[config.mk]
export PLATFORM = sky130hd
export DESIGN_NAME = slice_xfer
export DESIGN_NICKNAME = d
export VERILOG_FILES = /design/src/rtl/slice_xfer_pkg.sv /design/src/rtl/slice_xfer_ctrl.sv /design/src/rtl/slice_xfer_dpath.sv /design/src/rtl/slice_xfer.sv
export SDC_FILE = /design/constraint.sdc
export NUM_CORES = 1
export LEC_CHECK = 0
export BUFFER_PORTS_ARGS = -buffer_cell sky130_fd_sc_hd__buf_2
export CAP_MARGIN = 40
export CORE_MARGIN = 5
export CORE_UTILIZATION = 45
export DETAILED_ROUTE_END_ITERATION = 12
export PLACE_DENSITY = 0.81
export SYNTH_ARGS = -nofsm -noshare
export SYNTH_HDL_FRONTEND = slang
export SYNTH_HIERARCHICAL = 1
export SYNTH_SLANG_ARGS = --single-unit
[constraint.sdc]
create_clock -name clk -period 5.1 [get_ports clk]
set_input_delay 0.51 -clock clk [delete_from_list [all_inputs] [get_ports clk]]
set_output_delay 0.51 -clock clk [all_outputs]
set_load 0.02 [all_outputs]
[src/rtl/slice_xfer_pkg.sv]
package slice_xfer_pkg;

  localparam int SLOT_W = 8;

  typedef enum logic [2:0] {
    ST_OK    = 3'b000,
    ST_FATAL = 3'b011
  } status_e;

  typedef struct packed {
    logic              txLoad;
    logic [SLOT_W-1:0] txSlot;
    logic              rxWrite;
    logic              rxClear;
    logic [SLOT_W-1:0] rxSlot;
  } strobe_t;

endpackage

[src/rtl/slice_xfer_ctrl.sv]
module slice_xfer_ctrl
  import slice_xfer_pkg::*;
#(
  parameter int NSLC = 4
) (
  input  logic              clk,
  input  logic              rst_n,
  input  logic              inWordRdy,
  output logic              inWordRead,
  output logic              busRdy_o,
  input  logic              busRead_i,
  input  logic              busRdy_i,
  output logic              busRead_o,
  input  logic [SLOT_W-1:0] beatIdx,
  output logic              outWordRdy,
  input  logic              outWordRead_i,
  output logic [2:0]        outStatus,
  output strobe_t           stb
);

  localparam logic [SLOT_W-1:0] LAST = SLOT_W'(NSLC - 1);

  logic              txFull;
  logic [SLOT_W-1:0] txIdx;
  logic              outFull;
  logic [SLOT_W-1:0] rxExp;
  status_e           status;
  logic              beatTake;
  logic              idxOk;

  // transmit handshakes
  assign inWordRead = inWordRdy && !txFull;
  assign busRdy_o   = txFull;

  // receive handshakes
  assign busRead_o  = busRdy_i && !outFull;
  assign beatTake   = busRead_o;
  assign idxOk      = (beatIdx == rxExp);
  assign outWordRdy = outFull;
  assign outStatus  = status;

  always_comb begin
    stb         = '0;
    stb.txLoad  = inWordRead;
    stb.txSlot  = txIdx;
    stb.rxWrite = beatTake && idxOk;
    stb.rxClear = beatTake && !idxOk;
    stb.rxSlot  = rxExp;
  end

  always_ff @(posedge clk) begin
    if (!rst_n) begin
      txFull <= 1'b0;
      txIdx  <= '0;
    end else if (inWordRead) begin
      txFull <= 1'b1;
      txIdx  <= '0;
    end else if (txFull && busRead_i) begin
      if (txIdx == LAST) begin
        txFull <= 1'b0;
        txIdx  <= '0;
      end else begin
        txIdx <= txIdx + SLOT_W'(1);
      end
    end
  end

  always_ff @(posedge clk) begin
    if (!rst_n) begin
      outFull <= 1'b0;
      rxExp   <= '0;
      status  <= ST_OK;
    end else begin
      if (outFull && outWordRead_i) outFull <= 1'b0;
      if (beatTake) begin
        if (idxOk) begin
          if (rxExp == LAST) begin
            outFull <= 1'b1;
            rxExp   <= '0;
            status  <= ST_OK;
          end else begin
            rxExp <= rxExp + SLOT_W'(1);
          end
        end else begin
          rxExp  <= '0;
          status <= ST_FATAL;
        end
      end
    end
  end

  AST_TX_IDX_BOUND: assert property (@(posedge clk) disable iff (!rst_n)
    txIdx <= LAST);
  AST_RX_EXP_BOUND: assert property (@(posedge clk) disable iff (!rst_n)
    rxExp <= LAST);
  AST_TX_BEAT_HELD: assert property (@(posedge clk) disable iff (!rst_n)
    busRdy_o && !busRead_i |=> busRdy_o && $stable(txIdx));
  AST_OUT_WORD_HELD: assert property (@(posedge clk) disable iff (!rst_n)
    outWordRdy && !outWordRead_i |=> outWordRdy && $stable(outStatus));
  AST_BAD_IDX_NO_WORD: assert property (@(posedge clk) disable iff (!rst_n)
    busRead_o && (beatIdx != rxExp) |=> !outWordRdy && (outStatus == 3'b011));

endmodule

[src/rtl/slice_xfer_dpath.sv]
module slice_xfer_dpath
  import slice_xfer_pkg::*;
#(
  parameter int DATA_W  = 56,
  parameter int NSLC    = 4,
  parameter int IDX_W   = 2,
  parameter int CHUNK_W = 14,
  parameter int BUS_W   = 16
) (
  input  logic              clk,
  input  logic              rst_n,
  input  strobe_t           stb,
  input  logic [DATA_W-1:0] inWordData,
  output logic [BUS_W-1:0]  busData_o,
  input  logic [BUS_W-1:0]  busData_i,
  output logic [SLOT_W-1:0] beatIdx,
  output logic [DATA_W-1:0] outWordData
);

  localparam int PAD_W = CHUNK_W * NSLC;

  logic [PAD_W-1:0]   txWord;
  logic [PAD_W-1:0]   rxWord;
  logic [CHUNK_W-1:0] txChunk;
  logic [CHUNK_W-1:0] beatChunk;

  always_ff @(posedge clk) begin
    if (!rst_n)          txWord <= '0;
    else if (stb.txLoad) txWord <= PAD_W'(inWordData);
  end

  always_comb begin
    txChunk = '0;
    for (int i = 0; i < NSLC; i++) begin
      if (stb.txSlot == SLOT_W'(i)) txChunk = txWord[i*CHUNK_W +: CHUNK_W];
    end
  end

  generate
    if (IDX_W == 0) begin : gFlat
      assign busData_o = txChunk;
      assign beatChunk = busData_i;
      assign beatIdx   = '0;
    end else begin : gSliced
      assign busData_o = {txChunk, stb.txSlot[IDX_W-1:0]};
      assign beatChunk = busData_i[BUS_W-1:IDX_W];
      assign beatIdx   = SLOT_W'(busData_i[IDX_W-1:0]);
    end
  endgenerate

  always_ff @(posedge clk) begin
    if (!rst_n) begin
      rxWord <= '0;
    end else if (stb.rxClear) begin
      rxWord <= '0;
    end else if (stb.rxWrite) begin
      for (int i = 0; i < NSLC; i++) begin
        if (stb.rxSlot == SLOT_W'(i)) rxWord[i*CHUNK_W +: CHUNK_W] <= beatChunk;
      end
    end
  end

  assign outWordData = rxWord[DATA_W-1:0];

  AST_TX_WORD_KEPT: assert property (@(posedge clk) disable iff (!rst_n)
    (stb.txSlot != '0) |=> $stable(txWord));

endmodule

[src/rtl/slice_xfer.sv]
module slice_xfer
  import slice_xfer_pkg::*;
#(
  parameter  int DATA_W  = 56,
  parameter  int SLICES  = 4,
  localparam int NSLC    = (SLICES == 0) ? 1 : SLICES,
  localparam int IDX_W   = (SLICES == 0) ? 0 : ((SLICES < 2) ? 1 : $clog2(SLICES)),
  localparam int CHUNK_W = (DATA_W + NSLC - 1) / NSLC,
  localparam int BUS_W   = IDX_W + CHUNK_W
) (
  input  logic              clk,
  input  logic              rst_n,
  input  logic              inWordRdy,
  input  logic [DATA_W-1:0] inWordData,
  output logic              inWordRead,
  output logic              busRdy_o,
  output logic [BUS_W-1:0]  busData_o,
  input  logic              busRead_i,
  input  logic              busRdy_i,
  input  logic [BUS_W-1:0]  busData_i,
  output logic              busRead_o,
  output logic              outWordRdy,
  output logic [DATA_W-1:0] outWordData,
  output logic [2:0]        outStatus,
  input  logic              outWordRead_i
);

  strobe_t           stb;
  logic [SLOT_W-1:0] beatIdx;

  slice_xfer_ctrl #(.NSLC(NSLC)) uCtrl (
    .clk(clk), .rst_n(rst_n),
    .inWordRdy(inWordRdy), .inWordRead(inWordRead),
    .busRdy_o(busRdy_o), .busRead_i(busRead_i),
    .busRdy_i(busRdy_i), .busRead_o(busRead_o),
    .beatIdx(beatIdx),
    .outWordRdy(outWordRdy), .outWordRead_i(outWordRead_i),
    .outStatus(outStatus), .stb(stb)
  );

  slice_xfer_dpath #(
    .DATA_W(DATA_W), .NSLC(NSLC), .IDX_W(IDX_W), .CHUNK_W(CHUNK_W), .BUS_W(BUS_W)
  ) uDpath (
    .clk(clk), .rst_n(rst_n), .stb(stb),
    .inWordData(inWordData),
    .busData_o(busData_o), .busData_i(busData_i),
    .beatIdx(beatIdx), .outWordData(outWordData)
  );

  AST_BUS_DATA_HELD: assert property (@(posedge clk) disable iff (!rst_n)
    busRdy_o && !busRead_i |=> $stable(busData_o));
  AST_OUT_DATA_HELD: assert property (@(posedge clk) disable iff (!rst_n)
    outWordRdy && !outWordRead_i |=> $stable(outWordData));
  AST_LAST_READ_IDLE: assert property (@(posedge clk) disable iff (!rst_n)
    outWordRdy |-> !busRead_o);

endmodule

Yosys cells after proc, flatten, opt, wreduce, memory -nomap -nowiden
Cells that the tools add are included.
Widths: inputs -> output; s select.
{"block": "classes", "n_addsub": 2, "n_eq_ne": 8, "n_mux": 16, "n_bitwise": 1, "n_reduce_logical": 21}
{"op": "$mux 14", "n": 4}
{"op": "$eq 8x2->1 const B", "n": 4}
{"op": "$mux 8", "n": 3}
{"op": "$add 8x1->8 const B", "n": 2}
{"op": "$eq 8x1->1 const B", "n": 2}
{"op": "$logic_not 8->1", "n": 2}
{"op": "$reduce_and 2->1", "n": 6}
{"op": "$eq 2x8->1", "n": 1}
{"op": "$mux 1", "n": 7}
{"op": "$logic_and 1x1->1", "n": 6}
{"op": "$mux 3", "n": 2}
{"op": "$reduce_bool 2->1", "n": 2}
{"op": "$reduce_or 2->1", "n": 2}
{"op": "$logic_not 1->1", "n": 3}
{"op": "$ne 2x2->1 const B", "n": 1}
{"op": "$not 1->1", "n": 1}
{"block": "word_totals", "reg_bits": 133, "in_bits": 78}

Longest topological paths before layout
Gate-level depths: netlist (run 1).
{"block": "logic_depth", "depth_word": 5, "mapped_depth": 9, "depth_no_buf": 6}

By module
The synthesis (run 1) kept the hierarchy.
{"module": "slice_xfer_dpath", "instances": 1, "cells_each": 428, "area_per_inst_um2": 4729.5}
{"module": "slice_xfer_ctrl", "instances": 1, "cells_each": 121, "area_per_inst_um2": 1063.5}

Least setup slack after synthesis (run 1)
No wires, ideal clock.
{"block": "synth_path", "path_type": "input port to flip-flop", "from": "input busData_i[0]", "to": "register uDpath.rxWord[10], in the netlist uDpath/outWordData[10]", "arrival_ns": 2.395, "slack_ns": 2.633, "path_stages": 9, "path_buffers": 3, "path_cell_list": "buf_4 xor2_1 nor4_2 and3_1 nor4b_4 and4bb_2 buf_6 buf_8 mux2i_1"}
{"element": "start, declared", "line": "slice_xfer.sv:20", "rtl": "input logic [BUS_W-1:0] busData_i,"}
{"element": "end signal, assigned by index", "line": "slice_xfer_dpath.sv:58", "rtl": "if (stb.rxSlot == SLOT_W'(i)) rxWord[i*CHUNK_W +: CHUNK_W] <= beatChunk;"}
{"element": "end, declared", "line": "slice_xfer_dpath.sv:23", "rtl": "logic [PAD_W-1:0] rxWord;"}

==> results of run 1 <==
-- cell usage in the layout, fill, tap and decap left out, types with 4 or more instances in the layout --
| cell | count |
|---|---|
| nor2b_1 | 57 |
| nand3_1 | 4 |
| clkbuf_16 | 17 |
| mux4_2 | 14 |
| buf_2 | 155 |
| mux2i_1 | 112 |
| a21oi_1 | 4 |
| xnor2_1 | 4 |
| nand2_1 | 81 |
| dfxtp_1 | 131 |
| nor3_1 | 5 |
| nor2_1 | 12 |
| xor2_1 | 15 |
| conb_1 | 7 |
| nand4_1 | 5 |
| and3_1 | 17 |
-- state kept, by name (all words and copies together), names as in the netlist --
register,cells
uCtrl/outWordRdy,1
uDpath/txWord,56
uDpath/outWordData,56
uCtrl/txIdx,8
uCtrl/busRdy_o,1
uCtrl/outStatus,1
uCtrl/rxExp,8
-- power breakdown --
group / switching (W) / total [W] / internal [W]
Sequential: 0.0000174 / 0.00107 / 0.00106
Clock: 0.000408 / 0.00114 / 0.000730
Combinational: 0.000103 / 0.000202 / 0.0000988
-- worst max-delay path, cell delays in order, from the launching register on --
cell and delay [ns]:
dfxtp_1 0.55, xor2_1 0.16, nor4_2 0.53, a21oi_1 0.31, nor2b_4 0.75, buf_4 0.42
nand2_1 0.17, mux2i_1 0.18
-- cells by family (layout without fill, tap and decap cells) --
group / Yosys count / count (layout) / share of synthesized area [%]
multiplexers: 126 / 126 / 24.8
buffers and inverters: 49 / 193 / 5.08
flip-flops: 131 / 131 / 45.3
XOR/XNOR: 19 / 19 / 2.87
adder cells (fa/ha/maj): 2 / 2 / 0.432
AO/OA/AOI/OAI: 16 / 16 / 2.14
other: 2 / 7 / 0.130
AND/OR/NAND/NOR: 204 / 204 / 19.3
-- per-layer routing --
layer | wire, µm | track usage (%)
met1 | 5890 | 21.3
met4 | 242 | 7.40
met2 | 6570 | 30.6
met3 | 1290 | 7.14
met5 | 0 | 0
-- area by class of cell --
type                    instances  area [µm²]  area share (%)
repair buffers                161         853            11.9
clock buffers                  22         464            6.48
flip-flops and latches        131        2620            36.6
inverters                       4        15.0           0.210
clock inverters                 6        82.6            1.15
well taps                     172         215            3.00
multi-input cells             374        2910            40.6
-- per-stage QoR --
step                total power (W)  utilization [%]  cell area (µm²)
finish                      0.00241             56.8             7160
global route                0.00249             56.8             7160
CTS                         0.00243             56.8             7160
detailed placement          0.00129             52.4             6620
global placement            0.00128             51.9             6550
floorplan                   0.00123                -             5810
-- final timing paths --
kind / cells after the start / from / endpoint
worst max register to register: 7 / uCtrl/rxExp[0] / uDpath/outWordData[51]
worst max-delay path: 7 / uCtrl/rxExp[0] / uDpath/outWordData[51]
worst min-delay path: 3 / inWordData[17] / uDpath/txWord[17]
worst min register to register: 2 / uDpath/outWordData[2] / uDpath/outWordData[2]
==> results_dict.tcl, run 1 <==
set metrics [dict create \
    htreeDepth 4 \
    nFillCells 1048 \
    antenna_cells 0 \
    wl_per_cell_um 16.1 \
    yosysMostFrequentCell "dfxtp_1" \
    dieWidth_um 123 \
    synth_top_cells_by_count "131 x dfxtp_1, 112 x mux2i_1, 81 x nand2_1" \
    syn_to_final_growth_pct 23.6 \
    max_cap_viol_count 0 \
    path_class "flip-flop to flip-flop" \
    finClkSkew_ns 0.00605 \
    grt_max_degree 62 \
    synth_area_mm2 0.00579 \
    grt_usage_pct 18.4 \
    avgSynthCellArea_um2 10.6 \
    path_clk_slew_ns 0.05 \
    fin_crit_ns 3.20 \
    nets 769 \
    synthCells 549 \
    whs_ns 0.359 \
    drt_iter0_drc 283 \
    cts-buffers-inserted 17 \
    die_y_um 123 \
    clkSinkCount 131 \
    ir_drop_mv 0.218 \
    first_global_vias 4505 \
    vias 4429 \
    synthArstFlopShare_pct 0 \
    worst-path-max-fanout 41 \
    routed_via_density 5.09 \
    r2r_slack_ns 1.90 \
    finalCritPeriodShare_pct 62.7 \
    finalSetupTns_ns 0 \
    ys_ff_latch 131 \
    coreArea_mm2 0.0126 \
    ys_top_cells_by_area "dfxtp_1 45%, mux2i_1 19%, nor2b_1 6.3%" \
    clk_path_buf_depth 2 \
    rsz0062_at_grt "no" \
    grt_pass1_wl_um 21900 \
    p_leak_nw 3.37 \
    dpl.cell_count 842 \
    fin_cells 870 \
    grt_overflow_total 0 \
    synth_ff_type "dfxtp_1" \
    cts_tree "built" \
    initial_core_util_pct 45.9 \
    worstSetupEndpointType "flip-flop" \
    synth_top_area_share_pct 45.3 \
    place.gp.congestion 0.862 \
    drc_errors 0 \
    ys.warnings.count 6 \
    dieArea_mm2 0.0152 \
    worst_pin_slew_ns 0.887 \
    cp.required_ns 5.41 \
    timing.final.hold_violations 0 \
    yosysUniqueCellTypes 44 \
    maxSlewViolCount 0 \
    hp-class "input port to flip-flop" \
    cp.arrival_ns 3.51 \
    ant_nets 0 \
    firstDrtPassIters 4 \
    io_buffers 155 \
    setup_slack_ns 1.90 \
    cts_resized 0 \
    ios 157 \
    setup_violations 0 \
    drt_wl_total_um 14000 \
    hold_buffers 0 \
    rows 41 \
    grt_antenna_before_repair 0 \
    fmax_mhz 313 \
    maxSlewHeadroom_pct 40.7 \
    synth_top_cell_by_area "dfxtp_1" \
    post_cts.repair.setup_buffers 0 \
    layout-drive-gt1-share_pct 30.9 \
    dp_slack_ns 1.88 \
    p_per_area_mw_per_mm2 337 \
    clk_latency_ns 0.41 \
    worstSetupStartpointType "flip-flop" \
    outcome "finished clean" \
    root_buffer "clkbuf_16" \
    seq_area_frac_synth_pct 45.3 \
    hpwl_um 9930 \
    synth_edf_count 0 \
]
No activity file was read; power rests on OpenSTA's default activity.
==> run 2: changes to the inputs <==
==> constraint.sdc (replaced) <==
create_clock -name clk -period 3.18 [get_ports clk]
set_input_delay 0.318 -clock clk [delete_from_list [all_inputs] [get_ports clk]]
set_output_delay 0.318 -clock clk [all_outputs]
set_load 0.02 [all_outputs]
==> results_dict.tcl, run 2 (same netlist as run 1, synthesis figures left out) <==
set metrics [dict create \
    grt_overflow_total 0 \
    wl_per_cell_um 16.0 \
    hpwl_um 9870 \
    cts_tree "built" \
    worst_pin_slew_ns 0.867 \
    r2r-start "uCtrl/rxExp[1]" \
    path_clk_slew_ns 0.05 \
    outcome "finished clean" \
    final_cell_mix "155 x buf_2, 131 x dfxtp_1, 112 x mux2i_1, 81 x nand2_1, 57 x nor2b_1" \
    holdPathEnd "uDpath/txWord[17]" \
    ant_nets 0 \
    regArea_mm2 0.00262 \
    firstDrtPassIters 4 \
    clk_path_buf_depth 2 \
    critPathSlowestCell "and4bb_2" \
    worst-r2r-cell-count 6 \
    routed_via_density 5.12 \
    initial_core_util_pct 45.9 \
    grt_pass1_wl_um 21800 \
    p_per_area_mw_per_mm2 532 \
    path_class "flip-flop to flip-flop" \
    final_util_pct 56.8 \
    dieArea_mm2 0.0152 \
    drt_iter0_drc 253 \
    grt_antenna_before_repair 0 \
    wl_met3_um 1260 \
    root_buffer "clkbuf_16" \
    hold_buffers 0 \
    maxSlewHeadroom_pct 42.0 \
    fmax_mhz 363 \
    post_cts.repair.setup_buffers 0 \
    drc_errors 0 \
    finalCritPeriodShare_pct 86.7 \
    r2r_end "uDpath/outWordData[1]" \
    critPathLaunch "uCtrl/rxExp[1]" \
    fin_crit_ns 2.76 \
    met2_length_um 6510 \
    grt_usage_pct 18.4 \
    dieWidth_um 123 \
    maxSlewViolCount 0 \
    worstSetupEndpointType "flip-flop" \
    topRoutingLayerUsed "met4" \
    cts_resized 0 \
    rsz0062_at_grt "no" \
    ios 157 \
    cp.required_ns 3.51 \
    place.gp.congestion 0.960 \
    clk_latency_ns 0.41 \
    layout-drive-gt1-share_pct 31.0 \
    finalSetupTns_ns 0 \
    htreeDepth 4 \
    setup_violations 0 \
    coreArea_mm2 0.0126 \
    antenna_cells 0 \
    max_cap_viol_count 0 \
    max_stage_delay_ns 0.62 \
    nFillCells 1098 \
    syn_to_final_growth_pct 23.6 \
    path_cells "xor2_1 > nor4_2 > and3_1 > nor4b_4 > and4bb_2 > mux2i_1" \
    nets 772 \
    rows 41 \
    met1_length_um 5990 \
    layout_commonest_cell "buf_2" \
    worstSetupStartpointType "flip-flop" \
    io_buffers 155 \
    multi_input_area_mm2 0.00291 \
    drt_wl_total_um 14000 \
    clkSinkCount 131 \
    grt_max_degree 71 \
    die_y_um 123 \
    timing.final.hold_violations 0 \
    cp.arrival_ns 3.09 \
    cts-buffers-inserted 17 \
    min_path_cells 3 \
    hp-start "inWordData[17]" \
    worst-path-max-fanout 14 \
    p_leak_nw 3.37 \
    hp-class "input port to flip-flop" \
    vias 4487 \
    finClkSkew_ns 0.00582 \
    ir_drop_mv 0.348 \
    r2r_slack_ns 0.42 \
    first_global_vias 4497 \
]
==> run 2: cell count changes in the layout (fill, tap and decap cells not counted) <==
| cell | delta |
|---|---|
| clkbuf_1 | +4 |
| buf_4 | +4 |
| buf_8 | -1 |
| bufinv_16 | -1 |
==> run 2: how the worst max path moves through the flow <==
stage               depth (start not counted)  slack [ns]                endpoint
floorplan                                   8        0.88  uDpath/outWordData[10]
global placement                            6        0.68   uDpath/outWordData[6]
detailed placement                          6        0.50   uDpath/outWordData[1]
CTS                                         6        0.46   uDpath/outWordData[8]
global route                                6        0.23   uDpath/outWordData[8]
finish                                      6        0.42   uDpath/outWordData[1]
==> run 2: report_power, final <==
group | leakage, nW | internal [W] | total (W) | switching, W
sequential | 1.07 | 0.00169 | 0.00172 | 0.0000275
clock | 0.258 | 0.00111 | 0.00176 | 0.000657
combinational | 2.05 | 0.000157 | 0.000325 | 0.000168
total | 3.37 | 0.00296 | 0.00381 | 0.000852
==> run 2: worst max-delay path, delay by kind of cell, from the launching register on <==
kind	cells	cell delay (ns)
simple gates	4	1.73
flops	1	0.52
xor+xnor	1	0.18
mux	1	0.25
==> run 2: routing by layer <==
layer  vias up  track usage, %
met5         -               0
li1       2150               -
met1      2147            22.4
met2       172            29.4
met3        18            6.72
met4         0            7.47
==> run 2: layout make-up <==
| class | count | share of cell area [%] |
|---|---|---|
| clock buffer | 26 | 6.69 |
| multi-input combinational | 374 | 40.6 |
| clock inverter | 5 | 0.734 |
| timing repair buffer | 164 | 12.1 |
| tap | 172 | 3.00 |
| inverter | 4 | 0.210 |
| sequential | 131 | 36.6 |
==> run 2: per-stage QoR <==
stage / hold slack (ns) / setup slack, ns / total power [W] / area (µm²) / instances
finish: 0.171 / 0.424 / 0.00381 / 7160 / 876
detailed placement: 0.450 / 0.503 / 0.00208 / 6630 / 845
CTS: 0.144 / 0.464 / 0.00385 / 7160 / 876
global placement: 0.440 / 0.677 / 0.00206 / 6630 / 845
floorplan: 0.436 / 0.885 / 0.00197 / 5810 / 554
global route: 0.165 / 0.228 / 0.00395 / 7160 / 876
==> run 3: changes to the inputs <==
--- a/config.mk
+++ b/config.mk
@@ -11,6 +11,7 @@
 export CORE_UTILIZATION = 45
 export DETAILED_ROUTE_END_ITERATION = 12
 export PLACE_DENSITY = 0.81
+export REMOVE_ABC_BUFFERS = 1
 export SYNTH_ARGS = -nofsm -noshare
 export SYNTH_HDL_FRONTEND = slang
 export SYNTH_HIERARCHICAL = 1
==> results_dict.tcl, run 3 (same netlist as run 1, synthesis figures left out) <==
set metrics [dict create \
    cp.arrival_ns 3.10 \
    rows 41 \
    grt_usage_pct 18.9 \
    hpwl_um 9790 \
    clk_path_buf_depth 2 \
    layout-drive-gt1-share_pct 31.8 \
    grt_max_degree 71 \
    vias 4437 \
    grt_antenna_before_repair 0 \
    drc_errors 0 \
    first_global_vias 4629 \
    path_class "flip-flop to flip-flop" \
    die_y_um 123 \
    cts_resized 0 \
    fin_area_mm2 0.00722 \
    dieArea_mm2 0.0152 \
    ios 157 \
    cts_tree "built" \
    worst_pin_slew_ns 0.889 \
    p_leak_nw 3.40 \
    routed_via_density 5.07 \
    hold_buffers 0 \
    hp-class "input port to flip-flop" \
    critPathLaunch "uCtrl/rxExp[0]" \
    finalPower_w 0.00395 \
    grt-busiest-layer "met2" \
    ir_drop_mv 0.309 \
    place.gp.congestion 0.929 \
    ant_nets 0 \
    post_dp_cell_area_mm2 0.00663 \
    fin_crit_ns 2.77 \
    maxSlewViolCount 0 \
    final_cell_mix "155 x buf_2, 131 x dfxtp_1, 112 x mux2i_1, 81 x nand2_1, 57 x nor2b_1" \
    dieWidth_um 123 \
    io_buffers 155 \
    drt_iter0_drc 261 \
    worstSetupEndpointType "flip-flop" \
    worstSetupStartpointType "flip-flop" \
    gr-usage-met2_pct 30.6 \
    wl_per_cell_um 16.0 \
    r2r-start "uCtrl/rxExp[0]" \
    cp.required_ns 3.51 \
    coreArea_mm2 0.0126 \
    finalCritPeriodShare_pct 87.2 \
    initial_core_util_pct 45.9 \
    max_cap_viol_count 0 \
    nets 772 \
    met1_usage_pct 22.8 \
    htreeDepth 4 \
    maxSlewHeadroom_pct 40.7 \
    use_met3_pct 7.46 \
    cts-buffers-inserted 17 \
    firstDrtPassIters 4 \
    syn_to_final_growth_pct 24.6 \
    p_per_area_mw_per_mm2 547 \
    grt_overflow_total 0 \
    clkSinkCount 131 \
    hp-start "outWordRead_i" \
    setup_violations 0 \
    outcome "finished clean" \
    grt_pass1_wl_um 22600 \
    clk_latency_ns 0.41 \
    fmax_mhz 361 \
    post_cts.repair.setup_buffers 0 \
    timing.final.hold_violations 0 \
    antenna_cells 0 \
    path_clk_slew_ns 0.05 \
    drt_wl_total_um 14000 \
    root_buffer "clkbuf_16" \
    worst-path-max-fanout 14 \
    rsz0062_at_grt "no" \
    finClkSkew_ns 0.00707 \
    layout_commonest_cell "buf_2" \
]
run 3: report_power, final:
group	switching, W	internal, W
logic	0.000167	0.000157
registers	0.0000253	0.00169
clock network	0.000681	0.00123
run 3: per-stage QoR:
step | setup WS [ns] | utilization, % | instances | hold WS (ns) | setup TNS [ns]
2_1_floorplan | -0.967 | - | 509 | 0.436 | -53.64
5_1_grt | 0.262 | 57.2 | 876 | 0.161 | 0
6_report | 0.408 | 57.2 | 876 | 0.166 | 0
3_3_place_gp | 0.620 | 52.5 | 844 | 0.440 | 0
3_5_place_dp | 0.458 | 52.5 | 845 | 0.448 | 0
4_1_cts | 0.443 | 57.2 | 876 | 0.147 | 0
run 3: final cells by class:
class                           count  area, µm²
Tap cell                          172        215
Fill cell                        1053       5400
Clock buffer                       22        484
Clock inverter                      9        104
Inverter                            4       15.0
Timing Repair Buffer              164        868
Sequential cell                   131       2620
Multi-Input combinational cell    374       2910
run 3: metal layers:
| layer | share of wire (%) | up-vias |
|---|---|---|
| met5 | 0 | - |
| met4 | 1.4 | 0 |
| met3 | 9.3 | 16 |
| met2 | 47 | 178 |
| met1 | 43 | 2090 |
| li1 | - | 2153 |
run 3: critical path: stages (launching register included):
cell	delay, ns
dfxtp_1	0.55
xor2_1	0.13
nor4_2	0.50
and3_1	0.27
nor4b_4	0.34
and4bb_2	0.63
mux2i_1	0.26
run 3: path summary, 6_finish.rpt:
kind,slack [ns],to,depth (start not counted)
min,0.17,uCtrl/outWordRdy,3
max,0.41,uDpath/outWordData[8],6
max reg2reg,0.41,uDpath/outWordData[8],6
min reg2reg,0.46,uDpath/outWordData[18],2
